<file path="config.mk">
export PLATFORM = sky130hd
export DESIGN_NAME = uart_modem_loopback
export DESIGN_NICKNAME = d
export VERILOG_FILES = /design/src/rtl/lb_pkg.sv /design/src/rtl/lb_control.sv /design/src/rtl/lb_datapath.sv /design/src/rtl/uart_modem_loopback.sv
export SDC_FILE = /design/constraint.sdc
export NUM_CORES = 1
export LEC_CHECK = 0
export BUFFER_PORTS_ARGS = -buffer_cell sky130_fd_sc_hd__buf_4
export CORE_UTILIZATION = 44
export CTS_CLUSTER_DIAMETER = 50
export DETAILED_ROUTE_END_ITERATION = 16
export GPL_ROUTABILITY_DRIVEN = 0
export MAX_ROUTING_LAYER = met4
export PLACE_DENSITY_LB_ADDON = 0.12
export RECOVER_POWER = 50
export SKIP_CTS_REPAIR_TIMING = 1
export SYNTH_ARGS = -nofsm -noshare
export SYNTH_HDL_FRONTEND = slang
export SYNTH_SLANG_ARGS = --single-unit
</file>
<file path="constraint.sdc">
create_clock -name clk -period 1.7 [get_ports clk]
set_input_delay 0.34 -clock clk [delete_from_list [all_inputs] [get_ports clk]]
set_output_delay 0.34 -clock clk [all_outputs]
set_load 0.02 [all_outputs]
</file>
<file path="src/rtl/lb_pkg.sv">
package lb_pkg;
  localparam int CTRL_W   = 16;
  localparam int DATA_W   = 8;
  localparam int BRK_BIT  = 10;
  localparam int ENTRY_W  = BRK_BIT + 1;
  localparam int FLAG_W   = 9;
  localparam int MODEM_N  = 4;

  // Control word positions (behaviour depends on these)
  localparam int LOOP_BIT = 7;
  localparam int DTR_BIT  = 10;
  localparam int RTS_BIT  = 11;
  localparam int OUT1_BIT = 12;
  localparam int OUT2_BIT = 13;

  // Flag positions
  localparam int F_RI  = 8;
  localparam int F_DCD = 2;
  localparam int F_DSR = 1;
  localparam int F_CTS = 0;

  // Modem-level vector order used internally: {ri, dcd, dsr, cts}
  localparam int L_RI  = 3;
  localparam int L_DCD = 2;
  localparam int L_DSR = 1;
  localparam int L_CTS = 0;

  localparam logic [ENTRY_W-1:0] BRK_ENTRY = ENTRY_W'(1) << BRK_BIT;

  typedef struct packed {
    logic loopOn;
    logic pushData;
    logic pushBreak;
    logic selTx;
  } lbStrobe_t;

  // Looped levels taken from a control value, in {ri, dcd, dsr, cts} order
  function automatic logic [MODEM_N-1:0] loopLevels(input logic [CTRL_W-1:0] c);
    return {c[OUT2_BIT], c[OUT1_BIT], c[DTR_BIT], c[RTS_BIT]};
  endfunction

  // Interrupt bit order: 0 ri, 1 cts, 2 dcd, 3 dsr
  function automatic logic [MODEM_N-1:0] levelsToInt(input logic [MODEM_N-1:0] l);
    return {l[L_DSR], l[L_DCD], l[L_CTS], l[L_RI]};
  endfunction
endpackage

</file>
<file path="src/rtl/lb_control.sv">
module lb_control
  import lb_pkg::*;
#(
  parameter logic [CTRL_W-1:0] CTRL_RESET = 16'h0300
) (
  input  logic              clk,
  input  logic              rstN,
  input  logic              ctrlWrEn,
  input  logic [CTRL_W-1:0] ctrlWrData,
  input  logic              txStrobe,
  input  logic              brkReq,
  input  logic              extRxValid,
  input  logic              extBreak,
  output logic [CTRL_W-1:0] ctrlReg,
  output logic [MODEM_N-1:0] modemLoop,
  output logic [MODEM_N-1:0] modemInt,
  output lbStrobe_t         strb
);
  logic loopOn;
  logic brkPrev;
  logic pendBrk;
  logic dataReq;
  logic newBrk;
  logic brkWant;

  assign loopOn    = ctrlReg[LOOP_BIT];
  assign modemLoop = loopLevels(ctrlReg);

  always_comb begin
    dataReq = loopOn ? txStrobe : extRxValid;
    newBrk  = loopOn ? (brkReq & ~brkPrev) : extBreak;
    brkWant = pendBrk | newBrk;
    strb.loopOn    = loopOn;
    strb.selTx     = loopOn;
    strb.pushData  = dataReq;
    strb.pushBreak = brkWant & ~dataReq;
  end

  always_ff @(posedge clk) begin
    if (!rstN) begin
      ctrlReg  <= CTRL_RESET;
      modemInt <= '0;
      brkPrev  <= 1'b0;
      pendBrk  <= 1'b0;
    end else begin
      if (ctrlWrEn) begin
        ctrlReg <= ctrlWrData;
        if (ctrlWrData[LOOP_BIT])
          modemInt <= levelsToInt(loopLevels(ctrlWrData));
      end
      brkPrev <= brkReq;
      pendBrk <= brkWant & dataReq;
    end
  end

  // interrupt bits agree with the looped levels after a loopback write
  a_r3_int_tracks_loop: assert property (@(posedge clk) disable iff (!rstN)
    (ctrlWrEn && ctrlWrData[LOOP_BIT]) |=>
      (modemInt[0] == modemLoop[L_RI]) && (modemInt[1] == modemLoop[L_CTS]) &&
      (modemInt[2] == modemLoop[L_DCD]) && (modemInt[3] == modemLoop[L_DSR]));

  // writes without loopback leave interrupt bits alone
  a_r3_int_hold: assert property (@(posedge clk) disable iff (!rstN)
    (ctrlWrEn && !ctrlWrData[LOOP_BIT]) |=> $stable(modemInt));

  // external characters never reach the push path in loopback
  a_r8_ext_blocked: assert property (@(posedge clk) disable iff (!rstN)
    (loopOn && extRxValid && !txStrobe) |-> !strb.pushData);
endmodule

</file>
<file path="src/rtl/lb_datapath.sv">
module lb_datapath
  import lb_pkg::*;
#(
  parameter int SYNC_STAGES = 2
) (
  input  logic               clk,
  input  logic               rstN,
  input  lbStrobe_t          strb,
  input  logic [MODEM_N-1:0] modemLoop,
  input  logic [MODEM_N-1:0] modemPins,
  input  logic               txStrobe,
  input  logic [DATA_W-1:0]  txData,
  input  logic [DATA_W-1:0]  extRxData,
  output logic [FLAG_W-1:0]  modemFlags,
  output logic               txIntSet,
  output logic               rxPushValid,
  output logic [ENTRY_W-1:0] rxPushData
);
  localparam int PAD_W = ENTRY_W - DATA_W;

  logic [MODEM_N-1:0] syncStage [SYNC_STAGES];
  logic [MODEM_N-1:0] pinLevels;
  logic [MODEM_N-1:0] levels;

  for (genvar s = 0; s < SYNC_STAGES; s++) begin : g_sync
    always_ff @(posedge clk) begin
      if (!rstN) syncStage[s] <= '0;
      else if (s == 0) syncStage[s] <= modemPins;
      else syncStage[s] <= syncStage[(s == 0) ? 0 : s-1];
    end
  end

  assign pinLevels = syncStage[SYNC_STAGES-1];
  assign levels    = strb.loopOn ? modemLoop : pinLevels;

  always_comb begin
    modemFlags        = '0;
    modemFlags[F_RI]  = levels[L_RI];
    modemFlags[F_DCD] = levels[L_DCD];
    modemFlags[F_DSR] = levels[L_DSR];
    modemFlags[F_CTS] = levels[L_CTS];
  end

  always_ff @(posedge clk) begin
    if (!rstN) begin
      rxPushValid <= 1'b0;
      rxPushData  <= '0;
      txIntSet    <= 1'b0;
    end else begin
      txIntSet <= txStrobe;
      if (strb.pushData) begin
        rxPushValid <= 1'b1;
        rxPushData  <= {{PAD_W{1'b0}}, (strb.selTx ? txData : extRxData)};
      end else if (strb.pushBreak) begin
        rxPushValid <= 1'b1;
        rxPushData  <= BRK_ENTRY;
      end else begin
        rxPushValid <= 1'b0;
      end
    end
  end

  // looped character appears on the push port one cycle later
  a_r5_tx_copy: assert property (@(posedge clk) disable iff (!rstN)
    (strb.pushData && strb.selTx) |=>
      rxPushValid && (rxPushData == {{PAD_W{1'b0}}, $past(txData)}));

  // a break entry carries no character bits
  a_r7_break_word: assert property (@(posedge clk) disable iff (!rstN)
    (rxPushValid && rxPushData[BRK_BIT]) |-> (rxPushData[DATA_W-1:0] == '0));

  // transmit interrupt request follows every strobe
  a_r6_tx_int: assert property (@(posedge clk) disable iff (!rstN)
    txStrobe |=> txIntSet);
endmodule

</file>
<file path="src/rtl/uart_modem_loopback.sv">
module uart_modem_loopback
  import lb_pkg::*;
#(
  parameter logic [CTRL_W-1:0] CTRL_RESET  = 16'h0300,
  parameter int                SYNC_STAGES = 2
) (
  input  logic                clk,
  input  logic                rstN,
  input  logic                ctrlWrEn,
  input  logic [CTRL_W-1:0]   ctrlWrData,
  output logic [CTRL_W-1:0]   ctrlReg,
  input  logic                txStrobe,
  input  logic [DATA_W-1:0]   txData,
  input  logic                brkReq,
  input  logic                extRxValid,
  input  logic [DATA_W-1:0]   extRxData,
  input  logic                extBreak,
  input  logic                ringIn,
  input  logic                carrierIn,
  input  logic                dataSetIn,
  input  logic                clearIn,
  output logic [FLAG_W-1:0]   modemFlags,
  output logic [MODEM_N-1:0]  modemInt,
  output logic                txIntSet,
  output logic                rxPushValid,
  output logic [ENTRY_W-1:0]  rxPushData
);
  lbStrobe_t          strb;
  logic [MODEM_N-1:0] modemLoop;

  lb_control #(.CTRL_RESET(CTRL_RESET)) uCtrl (
    .clk        (clk),
    .rstN       (rstN),
    .ctrlWrEn   (ctrlWrEn),
    .ctrlWrData (ctrlWrData),
    .txStrobe   (txStrobe),
    .brkReq     (brkReq),
    .extRxValid (extRxValid),
    .extBreak   (extBreak),
    .ctrlReg    (ctrlReg),
    .modemLoop  (modemLoop),
    .modemInt   (modemInt),
    .strb       (strb)
  );

  lb_datapath #(.SYNC_STAGES(SYNC_STAGES)) uData (
    .clk         (clk),
    .rstN        (rstN),
    .strb        (strb),
    .modemLoop   (modemLoop),
    .modemPins   ({ringIn, carrierIn, dataSetIn, clearIn}),
    .txStrobe    (txStrobe),
    .txData      (txData),
    .extRxData   (extRxData),
    .modemFlags  (modemFlags),
    .txIntSet    (txIntSet),
    .rxPushValid (rxPushValid),
    .rxPushData  (rxPushData)
  );
endmodule

</file>
==> flow_summary.yaml <==
outcome:
  status: "finished, final reports clean"
global_route:
  grt_pass1_wl_um: 5640
  grt_max_degree: 42
  grt_pass1_vias: 1267
  antenna_found_initial: 0
  overflow: 0
  grt.total_usage: 0.191
floorplan:
  io_pins: 85
  die_h_um: 62.5
  coreArea_um2: 3420
  die_w_um: 62.5
  initial_core_util: 0.472
  rows: 21
  die_area_um2: 3910
drt:
  vias: 1296
  wl_per_cell_um: 12.6
  detail_route.iter0.violations: 74
  first_pass_iters: 4
  antenna_left: 0
  vias_per_cell: 4.73
  drc: 0
  wl_um: 3450
logic_synthesis:
  synthCells: 152
  synth.distinct_cells: 20
  syn_avg_cell_area_um2: 10.6
  synth_ff_type: "dfxtp_1"
  yosysSeqAreaShare: 0.509
  ys_warn_count: 0
  async_reset_ff_frac: 0
  syn_area_um2: 1610
  synth-seq-cells: 41
  synth-edff-count: 0
final_layout:
  instances_no_fill: 274
  drive_gt1_frac: 0.373
  n_antenna_cell: 0
  multi_input_area_um2: 693
  fin_util: 0.648
  nFillCells: 296
  nets: 271
  syn_to_final_growth_pct: 37.2
  register_area_um2: 825
timing:
  tightest_slew_ns: 0.643
  setup_viol: 0
  relSlewSlack: 0.571
  clock_skew_ns: 0.0102
  fmax_ghz: 0.616
  hold_slack_ns: 0.206
  hold_viol: 0
  finalCritPeriodShare: 0.955
  fin_crit_ns: 1.62
  rsz0062_at_grt: "false"
  slew_violations: 0
  setup_ws_ns: 0.0768
place:
  dp_hpwl_um: 2550
  place_inst: 267
  dp_slack_ns: 0.197
  portBuffers: 77
worst_setup_path:
  cp-start-kind: "register"
  path_max_fanout: 8
  worst-setup-path-type: "reg -> out"
  critPathRequiredTime_ns: 1.36
  critPathArrivalTime_ns: 1.28
  crit_path_end_kind: "primary output"
clocking:
  root_buffer: "clkbuf_4"
  cts_tree: "yes"
  clk_pin_slew_worst_paths_ns: 0.11
  clk_path_buf_depth: 2
  cts_max_level: 2
  cts_made_buffers: 5
  cts.sinks: 41
  clk_latency_ns: 0.34
worst_hold_path:
  hold_class: "in -> reg"
power:
  irDropWorstVdd_v: 0.000517
  p_total_mw: 1.90
  p_leak_nw: 1.02
  cellPowerDensity_nw_per_um2: 857
flow_run:
  maxCapViolations: 0
## placed cells by master (no fill, tap or decap), types with 7 or more instances in the layout
master,instances
and2_1,10
buf_4,72
clkbuf_1,9
conb_1,7
dfxtp_1,40
mux2i_1,23
nand2_1,8
nand3_1,12
nor2b_1,14
o22ai_1,8
## power breakdown
part	total [mW]	internal (mW)	switching (mW)	leakage, nW
combinational	0.371	0.184	0.186	0.653
sequential	1.05	1.02	0.0298	0.339
clock	0.479	0.196	0.284	0.0314
total	1.90	1.40	0.500	1.02
## synthesized netlist by cell type (all sizes together), types with 2 or more instances
cell type,number,area share
buf,14,0.061
dfxtp,41,0.51
nand2,8,0.019
o22ai,8,0.031
inv,2,0.0047
nand2b,2,0.0078
mux2,4,0.028
and2,10,0.039
nand3,12,0.037
clkbuf,4,0.0093
nor2b,14,0.054
a21boi,5,0.023
mux2i,24,0.16
## layer usage
metal / part of all wire / GRT usage / vias up
li1: - / - / 654
met1: 0.42 / 0.207 / 587
met2: 0.50 / 0.317 / 49
met3: 0.068 / 0.0639 / 6
met4: 0.010 / 0.0872 / 0
met5: 0 / - / -
## logic make-up after synthesis
kind of cell           after synthesis  share of synthesized area
and+or+nand+nor                     46                      0.157
DFF                                 41                      0.509
muxes                               28                      0.185
buffers and inverters               20                     0.0752
AOI/OAI and AO/OA                   16                     0.0722
other                                1                    0.00233
## stage by stage
step                setup TNS [ns]  cell area, um2
detailed placement               0            2190
global route                     0            2210
CTS                         -0.383            2240
floorplan                        0            1640
global placement                 0            2190
finish                           0            2210
## path summary, 6_finish.rpt
kind / from / to / slack (ns) / depth (start not counted)
setup / recovery: uCtrl.ctrlReg[7]$_SDFFE_PN0P_ / modemFlags[2] / 0.08 / 2
hold / removal: brkReq / uCtrl.brkPrev$_SDFF_PN0_ / 0.21 / 2
setup reg to reg: uCtrl.ctrlReg[7]$_SDFFE_PN0P_ / uData.rxPushValid$_SDFF_PN0_ / 0.37 / 3
hold reg to reg: uData.syncStage[0][3]$_SDFF_PN0_ / uData.syncStage[1][3]$_SDFF_PN0_ / 0.44 / 1
## worst max-delay path: stages (launching register included)
cell and delay (ns):
dfxtp_4 0.43, mux2_2 0.36, buf_4 0.16
## area by class of cell
class	instances	share of cell area
clock buffer	7	0.0249
inverter	2	0.00339
multi-input combinational	97	0.313
sequential	41	0.373
tap	46	0.0260
timing repair buffer	81	0.260
## registers in the layout, summed over array words and instances, names as in the netlist
signal and flops:
uData.txIntSet 1, uCtrl.ctrlReg 16, uData.rxPushValid 1, uData.rxPushData 9, uCtrl.modemInt 4, uCtrl.brkPrev 1, uData.syncStage 8, uCtrl.pendBrk 1
Note: power is estimated with default switching activity, not from simulation.
